--- src/rtl/triport_pio_pkg.sv ---
package triport_pio_pkg;

    localparam int PORT_W = 8;
    localparam int NIB_W  = PORT_W / 2;
    localparam int IDX_W  = $clog2(PORT_W);

    typedef enum logic [1:0] {
        SEL_PA   = 2'b00,
        SEL_PB   = 2'b01,
        SEL_PC   = 2'b10,
        SEL_CTRL = 2'b11
    } sel_e;

    // Packed in control read-back order, bits 6:0
    typedef struct packed {
        logic [1:0] mode_a;
        logic       dir_a;
        logic       dir_ch;
        logic       mode_b;
        logic       dir_b;
        logic       dir_cl;
    } cfg_t;

    localparam cfg_t CFG_RESET = '{mode_a: 2'b00, dir_a: 1'b1, dir_ch: 1'b1,
                                   mode_b: 1'b0, dir_b: 1'b1, dir_cl: 1'b1};

    function automatic logic [PORT_W-1:0] bit_mask(input logic [IDX_W-1:0] idx);
        logic [PORT_W-1:0] m;
        m = '0;
        m[idx] = 1'b1;
        return m;
    endfunction

endpackage

--- src/rtl/triport_pio_ctrl.sv ---
module triport_pio_ctrl
    import triport_pio_pkg::*;
(
    input  logic              clk,
    input  logic              rst,
    input  logic              wr_act,
    input  logic [1:0]        sel,
    input  logic [PORT_W-1:0] wdata,
    output cfg_t              cfg,
    output logic              def_wr,
    output logic              cmd_wr
);
    logic ctrl_wr;

    assign ctrl_wr = wr_act && (sel_e'(sel) == SEL_CTRL);
    assign def_wr  = ctrl_wr && wdata[PORT_W-1];
    assign cmd_wr  = ctrl_wr && !wdata[PORT_W-1];

    always_ff @(posedge clk) begin
        if (rst)
            cfg <= CFG_RESET;
        else if (def_wr)
            cfg <= cfg_t'(wdata[PORT_W-2:0]);
    end

    // A bit command must leave the configuration alone
    AST_CMD_KEEPS_CFG: assert property (@(posedge clk) disable iff (rst)
        cmd_wr |=> $stable(cfg)) else $error("cfg changed by bit command");

endmodule

--- src/rtl/triport_pio_lane.sv ---
module triport_pio_lane #(
    parameter int W = 8
) (
    input  logic         clk,
    input  logic         rst,
    input  logic         clear,
    input  logic [W-1:0] wr_mask,
    input  logic [W-1:0] wr_data,
    input  logic         dir_in,
    input  logic [W-1:0] pin_in,
    output logic [W-1:0] pin_out,
    output logic [W-1:0] pin_oe,
    output logic [W-1:0] rd_data
);
    logic [W-1:0] latch_q;

    for (genvar i = 0; i < W; i++) begin : g_bit
        always_ff @(posedge clk) begin
            if (rst || clear)
                latch_q[i] <= 1'b0;
            else if (wr_mask[i])
                latch_q[i] <= wr_data[i];
        end
    end

    assign pin_out = latch_q;
    assign pin_oe  = {W{~dir_in}};
    assign rd_data = dir_in ? pin_in : latch_q;

    AST_LATCH_HOLD: assert property (@(posedge clk) disable iff (rst)
        (wr_mask == '0 && !clear) |=> $stable(pin_out)) else $error("latch drift");

endmodule

--- src/rtl/triport_pio.sv ---
module triport_pio
    import triport_pio_pkg::*;
(
    input  logic        clk,
    input  logic        rst,
    input  logic        cs_n,
    input  logic        rd_n,
    input  logic        wr_n,
    input  logic [1:0]  sel,
    input  logic [7:0]  bus_in,
    output logic [7:0]  bus_out,
    output logic        bus_oe,
    input  logic [7:0]  pa_in,
    output logic [7:0]  pa_out,
    output logic [7:0]  pa_oe,
    input  logic [7:0]  pb_in,
    output logic [7:0]  pb_out,
    output logic [7:0]  pb_oe,
    input  logic [7:0]  pc_in,
    output logic [7:0]  pc_out,
    output logic [7:0]  pc_oe
);
    logic              wr_act, rd_act, def_wr, cmd_wr;
    cfg_t              cfg;
    logic [PORT_W-1:0] mask_a, mask_b, mask_c, data_c, cmd_mask;
    logic [PORT_W-1:0] rd_a, rd_b, rd_c;

    assign wr_act = !cs_n && !wr_n;
    assign rd_act = !cs_n && !rd_n;

    triport_pio_ctrl u_ctrl (
        .clk(clk), .rst(rst), .wr_act(wr_act), .sel(sel), .wdata(bus_in),
        .cfg(cfg), .def_wr(def_wr), .cmd_wr(cmd_wr)
    );

    assign cmd_mask = bit_mask(bus_in[IDX_W:1]);

    always_comb begin
        mask_a = '0;
        mask_b = '0;
        mask_c = '0;
        data_c = bus_in;
        if (wr_act) begin
            unique case (sel_e'(sel))
                SEL_PA:   mask_a = '1;
                SEL_PB:   mask_b = '1;
                SEL_PC:   mask_c = '1;
                SEL_CTRL: if (cmd_wr) begin
                    mask_c = cmd_mask;
                    data_c = {PORT_W{bus_in[0]}};
                end
            endcase
        end
    end

    triport_pio_lane #(.W(PORT_W)) u_lane_a (
        .clk(clk), .rst(rst), .clear(def_wr), .wr_mask(mask_a), .wr_data(bus_in),
        .dir_in(cfg.dir_a), .pin_in(pa_in), .pin_out(pa_out), .pin_oe(pa_oe), .rd_data(rd_a)
    );

    triport_pio_lane #(.W(PORT_W)) u_lane_b (
        .clk(clk), .rst(rst), .clear(def_wr), .wr_mask(mask_b), .wr_data(bus_in),
        .dir_in(cfg.dir_b), .pin_in(pb_in), .pin_out(pb_out), .pin_oe(pb_oe), .rd_data(rd_b)
    );

    // Port C: one lane per nibble, each with its own direction
    for (genvar n = 0; n < 2; n++) begin : g_pc
        triport_pio_lane #(.W(NIB_W)) u_lane_c (
            .clk(clk), .rst(rst), .clear(def_wr),
            .wr_mask(mask_c[n*NIB_W +: NIB_W]), .wr_data(data_c[n*NIB_W +: NIB_W]),
            .dir_in((n == 0) ? cfg.dir_cl : cfg.dir_ch),
            .pin_in(pc_in[n*NIB_W +: NIB_W]), .pin_out(pc_out[n*NIB_W +: NIB_W]),
            .pin_oe(pc_oe[n*NIB_W +: NIB_W]), .rd_data(rd_c[n*NIB_W +: NIB_W])
        );
    end

    always_comb begin
        bus_out = '0;
        if (rd_act) begin
            unique case (sel_e'(sel))
                SEL_PA:   bus_out = rd_a;
                SEL_PB:   bus_out = rd_b;
                SEL_PC:   bus_out = rd_c;
                SEL_CTRL: bus_out = {1'b1, cfg};
            endcase
        end
    end
    assign bus_oe = rd_act;

    AST_RESET_STATE: assert property (@(posedge clk) disable iff (rst)
        $past(rst) |-> (pa_oe == 8'h00 && pb_oe == 8'h00 && pc_oe == 8'h00
                        && pa_out == 8'h00 && pb_out == 8'h00 && pc_out == 8'h00)) else $error("reset");
    AST_DIR_TO_OE: assert property (@(posedge clk) disable iff (rst)
        (!cs_n && !wr_n && sel == 2'b11 && bus_in[7]) |=>
        (pa_oe == {8{~$past(bus_in[4])}} && pb_oe == {8{~$past(bus_in[1])}}
         && pc_oe == {{4{~$past(bus_in[3])}}, {4{~$past(bus_in[0])}}})) else $error("oe");
    AST_DEF_CLEARS: assert property (@(posedge clk) disable iff (rst)
        (!cs_n && !wr_n && sel == 2'b11 && bus_in[7]) |=>
        (pa_out == 8'h00 && pb_out == 8'h00 && pc_out == 8'h00)) else $error("clear");
    AST_CMD_ONE_BIT: assert property (@(posedge clk) disable iff (rst)
        (!cs_n && !wr_n && sel == 2'b11 && !bus_in[7]) |=>
        (((pc_out ^ $past(pc_out)) & ~$past(cmd_mask)) == 8'h00
         && (pc_out & $past(cmd_mask)) == ($past(cmd_mask) & {8{$past(bus_in[0])}}))) else $error("cmd");
    AST_INPUT_READ: assert property (@(posedge clk) disable iff (rst)
        (!cs_n && !rd_n && sel == 2'b00 && pa_oe == 8'h00) |-> bus_out == pa_in) else $error("in read");
    AST_BUS_IDLE: assert property (@(posedge clk) disable iff (rst)
        (cs_n || rd_n) |-> (!bus_oe && bus_out == 8'h00)) else $error("bus idle");

endmodule

--- config.mk ---
export PLATFORM = sky130hd
export DESIGN_NAME = triport_pio
export DESIGN_NICKNAME = d
export VERILOG_FILES = /design/src/rtl/triport_pio_pkg.sv /design/src/rtl/triport_pio_ctrl.sv /design/src/rtl/triport_pio_lane.sv /design/src/rtl/triport_pio.sv
export SDC_FILE = /design/constraint.sdc
export NUM_CORES = 1
export LEC_CHECK = 0
export ABC_CLOCK_PERIOD_IN_PS = 4300
export BUFFER_PORTS_ARGS = -buffer_cell sky130_fd_sc_hd__buf_2
export CAP_MARGIN = 15
export CORE_UTILIZATION = 45
export CTS_CLUSTER_DIAMETER = 30
export DETAILED_ROUTE_END_ITERATION = 6
export HOLD_SLACK_MARGIN = 0.05
export PLACE_DENSITY = 0.87
export SLEW_MARGIN = 20
export SYNTH_ARGS = -nofsm -noshare
export SYNTH_HDL_FRONTEND = slang
export SYNTH_SLANG_ARGS = --single-unit
--- constraint.sdc ---
create_clock -name clk -period 4.3 [get_ports clk]
set_input_delay 0.43 -clock clk [delete_from_list [all_inputs] [get_ports clk]]
set_output_delay 0.43 -clock clk [all_outputs]
set_load 0.01 [all_outputs]
==> results of run 1 <==
cell usage in the layout (no fill, tap or decap), types with 2 or more instances in the layout:
cell        n
or3_1       2
a21oi_1    19
o2bb2ai_1   2
clkbuf_8    7
o31ai_1     3
o211ai_1    2
a211o_1     2
nand2b_1   10
nor4b_1     3
mux2_2      5
dfxtp_1    31
mux4_2      4
nor2_2      8
nand3_1     4
inv_1      10
buf_2      95
or4bb_1     2
mux2i_1    28
o21ai_0     8
o21ai_1     2
nand4b_1    2
a311oi_1    6
nor2b_1     2
nor2_1      4
nand2_1    19
o22ai_1     4
a311o_1     4
synth_stat cells (all sizes together), types with 3 or more instances:
library cell  instances
mux2                  5
o22ai                 4
o31ai                 3
nand2b               10
nand3                 4
mux4                  4
nor2                 12
dfxtp                31
inv                  10
nand2                19
mux2i                28
a311oi                6
nor4b                 4
a311o                 4
clkbuf                6
buf                  36
a21oi                19
o21ai                10
cells by family (layout without fill, tap and decap cells):
family,Yosys count,in the layout,synth area share
multiplexers,37,37,0.197
AND/OR/NAND/NOR,66,66,0.196
buffers and inverters,52,114,0.136
flip-flops,31,31,0.287
AO/OA/AOI/OAI,59,59,0.184
where the power goes:
part / total (mW) / internal (mW) / switching [mW]
Sequential: 0.301 / 0.294 / 0.00720
Clock: 0.247 / 0.146 / 0.101
Combinational: 0.130 / 0.0558 / 0.0741
worst max-delay path, stage by stage (launching register included):
cell     delay [ns]
dfxtp_1        0.70
mux2i_1        0.16
mux4_2         0.46
nor2_1         0.14
buf_2          0.15
final timing paths:
path	from	to	slack, ns
worst max register to register	u_ctrl.cfg[4]	u_ctrl.cfg[4]	3.00
worst max-delay path	u_ctrl.cfg[4]	bus_out[6]	1.97
worst min register to register	u_lane_b.pin_out[7]	u_lane_b.pin_out[7]	0.47
worst min-delay path	bus_in[6]	u_lane_b.pin_out[6]	0.43
layout make-up:
type                            instances  share of cell area
Inverter                               10              0.0147
Multi-Input combinational cell        162               0.489
Tap cell                               52              0.0255
Sequential cell                        31               0.243
Timing Repair Buffer                   96               0.189
Clock buffer                            8              0.0392
routing by layer:
| layer | wire length, um | global-route usage | vias to the layer above |
|---|---|---|---|
| met2 | 2880 | 0.404 | 115 |
| met1 | 2520 | 0.297 | 996 |
| met4 | 76 | 0.0511 | 0 |
| met5 | 0 | 0 | - |
| li1 | - | - | 988 |
| met3 | 504 | 0.0605 | 13 |
registers in the layout (all words and copies together), names as in the netlist:
signal                 cells
u_ctrl.cfg                 7
u_lane_b.pin_out           8
g_pc.u_lane_c.pin_out      8
u_lane_a.pin_out           8
stage by stage:
stage	instance area, um^2	setup slack [ns]	instances	hold slack [ns]
global placement	2460	1.92	351	0.462
detailed placement	2460	1.79	351	0.465
floorplan	2170	2.47	245	0.454
finish	2560	1.97	359	0.433
global route	2560	1.85	359	0.440
CTS	2560	1.99	359	0.429
==> results.sh, run 1 <==
export IMPL_status="finished, violations left"
export IMPL_violations="design-rule violations"
export IMPL_wirelength_mm=5.99
export IMPL_portBuffers=95
export IMPL_clkLatencyLatePin_ns=0.28
export IMPL_rsz0062_at_grt="false"
export IMPL_fillCellCount=397
export IMPL_hold_viol_final=0
export IMPL_fin_worst_skew_ns=0
export IMPL_nets=345
export IMPL_wl_per_cell_um=16.7
export IMPL_worst_ep_arrival_time_ns=1.90
export IMPL_max_freq_mhz=429
export IMPL_syn_avg_cell_area_um2=8.84
export IMPL_worstMarginPinSlew_ns=0.877
export IMPL_worstHoldPathType="in -> reg"
export IMPL_grt_pass1_vias=1887
export IMPL_clock_path_buffers=2
export IMPL_maxCapViolations=0
export IMPL_drive_gt1_frac=0.414
export IMPL_coreArea_um2=4470
export IMPL_relSlewSlack=0.415
export IMPL_place_detailed_hpwl_mm=4.44
export IMPL_synth_cell_type_count=47
export IMPL_fin_tns_setup_ns=0
export IMPL_yosysTopAreaCell="dfxtp_1"
export IMPL_vias_per_cell=5.88
export IMPL_post_cts_setup_buffer_count=0
export IMPL_drtIter0Drc=112
export IMPL_p_per_area_nw_per_um2=265
export IMPL_seqCellArea_um2=621
export IMPL_reg2regPathDepth=3
export IMPL_ys_seq_area_frac=0.287
export IMPL_grt_pass1_wl_mm=9.28
export IMPL_boundaryPins=96
export IMPL_cts_buffers=5
export IMPL_power_leakage_nw=1.29
export IMPL_initial_core_util=0.484
export IMPL_gr_total_overflow=0
export IMPL_cts_tree="done"
export IMPL_htree_levels=2
export IMPL_syn_num_nets=284
export IMPL_antenna_found_initial=0
export IMPL_slew_violations=0
export IMPL_synth_edf_count=0
export IMPL_ys_seq_elements=31
export IMPL_ys_flop_type="dfxtp_1"
export IMPL_hold_buffers=0
export IMPL_finalCritPeriodShare=0.542
export IMPL_track_usage=0.235
export IMPL_end_kind="output port"
export IMPL_crit_required_ns=3.87
export IMPL_yosys_top_cells_area="dfxtp_1 29%, mux2i_1 13%, buf_4 6.9%"
export IMPL_yosysTopAreaCellShare=0.287
export IMPL_setup_violations_final=0
export IMPL_area_growth_pct=18.0
export IMPL_clock_sinks=31
export IMPL_die_h_um=71.4
export IMPL_antenna_cells=0
export IMPL_async_reset_ff_frac=0
export IMPL_clk_pin_slew_ns=0.06
export IMPL_min_period_ns=2.33
export IMPL_cts_resized=0
export IMPL_finalPower_mw=0.678
export IMPL_cp_max_fo=10
export IMPL_ir_worst_vdd_uv=192
export IMPL_cts_root_buf="clkbuf_8"
export IMPL_die_w_um=71.4
export IMPL_multi_input_area_um2=1250
export IMPL_dr_pass1_iters=7
export IMPL_drc=11
export IMPL_place_gp_congestion=0.827
export IMPL_rows=24
export IMPL_synthCells=245
export IMPL_drtAntennaViolNets=0
export IMPL_ys_warn_count=0
export IMPL_syn_cell_area_um2=2170
export IMPL_criticalPathCategory="reg -> out"
export IMPL_dieArea_um2=5090
export IMPL_num_vias=2112
export IMPL_grt_max_degree=37
export IMPL_whs_path_depth=3
export IMPL_start_kind="flip-flop"
export IMPL_post_route_util=0.571
(Power assumes the default switching activity.)
==> run 2: changes to the inputs <==
ABC_CLOCK_PERIOD_IN_PS = 2000   (was 4300)
CORE_UTILIZATION = 43   (was 45)
clock period = 2 ns   (was 4.3 ns; I/O delays follow)
==> results.sh, run 2 (same netlist as run 1, synthesis figures left out) <==
export IMPL_nets=355
export IMPL_dieArea_um2=5320
export IMPL_fin_tns_setup_ns=0
export IMPL_place_detailed_hpwl_mm=4.55
export IMPL_relSlewSlack=0.692
export IMPL_seqCellArea_um2=622
export IMPL_cp_max_fo=6
export IMPL_criticalPathCategory="reg -> out"
export IMPL_use_met2=0.389
export IMPL_whs_ns=0.208
export IMPL_drc=0
export IMPL_use_met1=0.291
export IMPL_reg2reg_to="u_ctrl.cfg[1]"
export IMPL_num_vias=2161
export IMPL_power_leakage_nw=1.34
export IMPL_crit_required_ns=1.80
export IMPL_clock_path_buffers=2
export IMPL_die_w_um=73.0
export IMPL_vias_per_cell=5.64
export IMPL_cts_buffers=5
export IMPL_drtIter0Drc=207
export IMPL_critical_path_top_delay_family="simple AND/OR/NAND/NOR gates"
export IMPL_worst_slack_ns=0.0977
export IMPL_path_cells="or3b_2, a211o_1, o31ai_1, buf_2"
export IMPL_place_gp_congestion=0.835
export IMPL_grt_pass1_vias=1939
export IMPL_dpl_cell_area_um2=2550
export IMPL_top_usage_layer="met2"
export IMPL_wl_per_cell_um=15.5
export IMPL_grt_max_degree=25
export IMPL_initial_core_util=0.453
export IMPL_track_usage=0.229
export IMPL_ir_worst_vdd_uv=389
export IMPL_final_common_cell="buf_2"
export IMPL_boundaryPins=96
export IMPL_clk_pin_slew_ns=0.07
export IMPL_drtAntennaViolNets=0
export IMPL_end_kind="output port"
export IMPL_grt_util_met3=0.0442
export IMPL_reg2reg_slack_ns=0.77
export IMPL_worstMarginPinSlew_ns=0.461
export IMPL_rows=25
export IMPL_gr_total_overflow=0
export IMPL_finalCritPeriodShare=0.951
export IMPL_post_cts_setup_buffer_count=0
export IMPL_hold_viol_final=0
export IMPL_grt_pass1_wl_mm=9.36
export IMPL_crit_cells=4
export IMPL_area_growth_pct=21.8
export IMPL_rsz0062_at_grt="false"
export IMPL_clkLatencyLatePin_ns=0.28
export IMPL_slowest_stage="or3b_2"
export IMPL_post_place_cells=376
export IMPL_r2r_start="u_ctrl.cfg[1]"
export IMPL_portBuffers=95
export IMPL_fillCellCount=430
export IMPL_slowest_delay_ns=0.49
export IMPL_endpoint="bus_out[0]"
export IMPL_fin_worst_skew_ns=0
export IMPL_post_route_util=0.551
export IMPL_dr_pass1_iters=5
export IMPL_final_area_um2=2640
export IMPL_slew_violations=0
export IMPL_finalPower_mw=1.43
export IMPL_die_h_um=73.0
export IMPL_coreArea_um2=4790
export IMPL_maxCapViolations=0
export IMPL_cts_tree="done"
export IMPL_multi_input_area_um2=1250
export IMPL_wirelength_mm=5.95
export IMPL_max_freq_mhz=526
export IMPL_p_per_area_nw_per_um2=543
export IMPL_antenna_found_initial=0
export IMPL_min_period_ns=1.90
export IMPL_antenna_cells=0
export IMPL_place_ws_ns=0.306
export IMPL_htree_levels=2
export IMPL_critPathLaunch="u_ctrl.cfg[0]"
export IMPL_most_common_layout_cells="95 x buf_2, 30 x dfxtp_1, 28 x mux2i_1, 19 x a21oi_1, 19 x nand2_1"
export IMPL_reg2regPathDepth=4
export IMPL_drive_gt1_frac=0.437
export IMPL_worstHoldPathType="in -> reg"
export IMPL_status="finished, final reports clean"
export IMPL_setup_violations_final=0
export IMPL_worst_ep_arrival_time_ns=1.70
export IMPL_start_kind="flip-flop"
export IMPL_clock_sinks=31
export IMPL_final_cells=383
export IMPL_cts_root_buf="clkbuf_8"
export IMPL_cp_num_buf_inv=1
-- run 2: changes by cell type in the layout (fill, tap and decap cells not counted) --
| cell | previous run | this run |
|---|---|---|
| buf_4 | 1 | 11 |
| dfxtp_1 | 31 | 30 |
| clkbuf_1 | 1 | 0 |
| clkinv_2 | 0 | 1 |
| clkbuf_8 | 7 | 6 |
| dfxtp_2 | 0 | 1 |
-- run 2: what timing repair did --
action | CTS | global route
gates resized for setup | 0 | 1
setup endpoints to repair | 0 | 2
hold buffers | 0 | 0
-- run 2: layout make-up --
cell class                      instances  share of cell area
Sequential cell                        31               0.236
Clock inverter                          1             0.00190
Clock buffer                            6              0.0313
Multi-Input combinational cell        162               0.474
Timing Repair Buffer                  106               0.211
Inverter                               10              0.0142
Tap cell                               67              0.0318
-- run 2: worst register-to-register path, cell delays in order (launching register included) --
cell	delay, ns
dfxtp_1	0.35
buf_4	0.19
inv_1	0.19
a21oi_1	0.07
a311o_1	0.32
-- run 2: layer usage --
metal  part of all wire  routed length (um)
met1               0.40                2400
met2               0.49                2920
met3              0.090                 536
met4              0.015                  91
met5                  0                   0
-- run 2: worst min path at each step --
stage	end	slack, ns	startpoint	depth (start not counted)
CTS	u_lane_b.pin_out[4]	0.21	bus_in[4]	3
finish	u_lane_b.pin_out[4]	0.21	bus_in[4]	3
global route	u_lane_b.pin_out[4]	0.22	bus_in[4]	3
global placement	u_lane_b.pin_out[5]	0.46	u_lane_b.pin_out[5]	2
detailed placement	u_lane_b.pin_out[1]	0.46	u_lane_b.pin_out[1]	2
floorplan	u_lane_b.pin_out[4]	0.34	bus_in[4]	2
-- run 2: report_power, final --
part           switching [mW]  internal (mW)  total (mW)  leakage, nW
clock                   0.226          0.270       0.496       0.0470
sequential             0.0126          0.631       0.644        0.251
combinational           0.163          0.129       0.292         1.04
==> run 3: changes to the inputs <==
CORE_ASPECT_RATIO = 1.2   (was not set)
SYNTH_HIERARCHICAL = 1   (was not set)
==> results.sh, run 3 <==
export IMPL_maxCapViolations=0
export IMPL_slowest_delay_ns=0.46
export IMPL_grt_max_degree=21
export IMPL_cp_max_fo=4
export IMPL_drive_gt1_frac=0.582
export IMPL_drtIter0Drc=118
export IMPL_clock_path_buffers=2
export IMPL_ys_flop_type="dfxtp_1"
export IMPL_synth_edf_count=0
export IMPL_power_leakage_nw=1.41
export IMPL_worst_ep_arrival_time_ns=1.85
export IMPL_synth_most_common_cell="mux2i_1"
export IMPL_vias_per_cell=5.42
export IMPL_drtAntennaViolNets=0
export IMPL_die_h_um=79.4
export IMPL_antenna_found_initial=0
export IMPL_gr_total_overflow=0
export IMPL_drc=0
export IMPL_coreArea_um2=4700
export IMPL_place_gp_congestion=0.918
export IMPL_slew_violations=0
export IMPL_clkLatencyLatePin_ns=0.28
export IMPL_max_freq_mhz=487
export IMPL_synthCells=221
export IMPL_portBuffers=95
export IMPL_pwr_share_seq=0.425
export IMPL_min_delay_start="bus_in[5]"
export IMPL_end_kind="output port"
export IMPL_syn_num_nets=260
export IMPL_grt_pass1_wl_mm=9.14
export IMPL_finalCritPeriodShare=1.03
export IMPL_swShare=0.266
export IMPL_track_usage=0.235
export IMPL_boundaryPins=96
export IMPL_hold_end="u_ctrl/cfg[5]"
export IMPL_fin_tns_setup_ns=-0.196
export IMPL_criticalPathCategory="reg -> out"
export IMPL_yosys_top_cells_area="dfxtp_1 29%, mux2i_1 15%, mux2_2 13%"
export IMPL_syn_avg_cell_area_um2=9.72
export IMPL_rsz0062_at_grt="true"
export IMPL_internal_power_mw=1.10
export IMPL_worst_slack_ns=-0.0525
export IMPL_min_period_ns=2.05
export IMPL_num_vias=2001
export IMPL_reg2reg_slack_ns=1.12
export IMPL_post_route_util=0.607
export IMPL_reg2regPathDepth=4
export IMPL_area_growth_pct=32.7
export IMPL_cts_tree="done"
export IMPL_clock_sinks=31
export IMPL_final_cells=369
export IMPL_dr_pass1_iters=4
export IMPL_slowest_stage="mux4_2"
export IMPL_wl_per_cell_um=17.5
export IMPL_async_reset_ff_frac=0
export IMPL_relSlewSlack=0.456
export IMPL_ir_worst_vdd_uv=215
export IMPL_antenna_cells=0
export IMPL_nets=349
export IMPL_clk_pin_slew_ns=0.07
export IMPL_ys_seq_elements=31
export IMPL_pwr_share_clk=0.371
export IMPL_htree_levels=2
export IMPL_most_common_layout_cells="88 x buf_2, 32 x mux2i_1, 27 x dfxtp_1, 19 x nor2_1, 16 x nor2_2"
export IMPL_path_cells="buf_4, mux2_2, mux4_2, and2_4, buf_6"
export IMPL_p_switching_mw=0.398
export IMPL_place_detailed_hpwl_mm=4.36
export IMPL_dieArea_um2=5280
export IMPL_cts_root_buf="clkbuf_8"
export IMPL_synth_common_cells="32 x mux2i_1, 31 x dfxtp_1, 24 x mux2_2"
export IMPL_status="finished, violations left"
export IMPL_fillCellCount=380
export IMPL_worstHoldPathType="in -> reg"
export IMPL_ys_seq_area_frac=0.289
export IMPL_r2r_start="u_ctrl/cfg[4]"
export IMPL_rows=27
export IMPL_power_frac_comb=0.204
export IMPL_fin_worst_skew_ns=0
export IMPL_post_place_cells=352
export IMPL_die_w_um=66.5
export IMPL_violations="negative setup slack"
export IMPL_grt_pass1_vias=1950
export IMPL_final_common_cell="buf_2"
export IMPL_yosysTopAreaCellShare=0.289
export IMPL_start_kind="flip-flop"
export IMPL_syn_cell_area_um2=2150
export IMPL_setup_violations_final=7
export IMPL_reg2reg_to="u_ctrl/cfg[4]"
export IMPL_finalPower_mw=1.50
export IMPL_p_per_area_nw_per_um2=525
export IMPL_worstMarginPinSlew_ns=0.813
export IMPL_synth_cell_type_count=28
export IMPL_initial_core_util=0.458
export IMPL_ys_warn_count=6
export IMPL_hold_viol_final=0
export IMPL_wirelength_mm=6.45
export IMPL_hold_buffers=0
export IMPL_crit_required_ns=1.80
export IMPL_yosysTopAreaCell="dfxtp_1"
export IMPL_whs_path_depth=3
export IMPL_whs_ns=0.207
export IMPL_cts_buffers=5
run 3: cells by family after synthesis:
group | after synthesis | share of synthesized area
buf+inv | 38 | 0.122
mux | 63 | 0.348
flops | 31 | 0.289
simple gates | 72 | 0.192
compound gates | 17 | 0.0489
run 3: per-layer routing:
metal	track usage	routed length [um]	up-vias
met3	0.0686	483	12
met5	0	0	-
li1	-	-	923
met1	0.258	2470	977
met4	0.111	139	0
met2	0.408	3360	89
run 3: worst max path at each step:
stage	end	startpoint	cells after the start	slack (ns)
after floorplan	u_lane_b/pin_out[0]	wr_n	5	0.06
after detailed placement	bus_out[3]	u_ctrl/cfg[1]	4	0.03
after global routing	bus_out[6]	u_ctrl/cfg[1]	5	-0.08
final	bus_out[6]	u_ctrl/cfg[1]	5	-0.05
after global placement	bus_out[3]	u_ctrl/cfg[1]	4	0.08
after CTS	bus_out[1]	u_ctrl/cfg[1]	4	-0.04
run 3: worst max-delay path, delay by kind of cell, from the launching register on:
kind,cells,cell delay (ns)
buffers and inverters,2,0.24
muxes,2,0.78
and+or+nand+nor,1,0.18
DFF,1,0.38
run 3: area by class of cell:
cell class                      count  area (um^2)  area share
Clock buffer                        8          100      0.0351
Inverter                            7         26.3     0.00922
Multi-Input combinational cell    152         1330       0.467
Sequential cell                    31          633       0.222
Tap cell                           58         72.6      0.0255
Timing Repair Buffer              113          687       0.241
run 3: repair_timing:
item	4_1_cts	5_1_grt
setup endpoints to repair	8	7
buffers inserted	2	7
gates resized for setup	7	34
run 3: per-stage QoR:
| stage | worst slack, ns | cell area, um^2 |
|---|---|---|
| final | -0.0525 | 2850 |
| after global routing | -0.0843 | 2850 |
| after CTS | -0.0400 | 2660 |
| after detailed placement | 0.0259 | 2530 |
| after global placement | 0.0813 | 2530 |
| after floorplan | 0.0602 | 2150 |
run 3: power groups by stage:
stage	Sequential [mW]	Clock [mW]	Combinational (mW)
2_1_floorplan	0.656	0	0.163
4_1_cts	0.637	0.558	0.263
5_1_grt	0.638	0.581	0.326
3_5_place_dp	0.654	0	0.260
6_report	0.636	0.556	0.306
3_3_place_gp	0.654	0	0.252
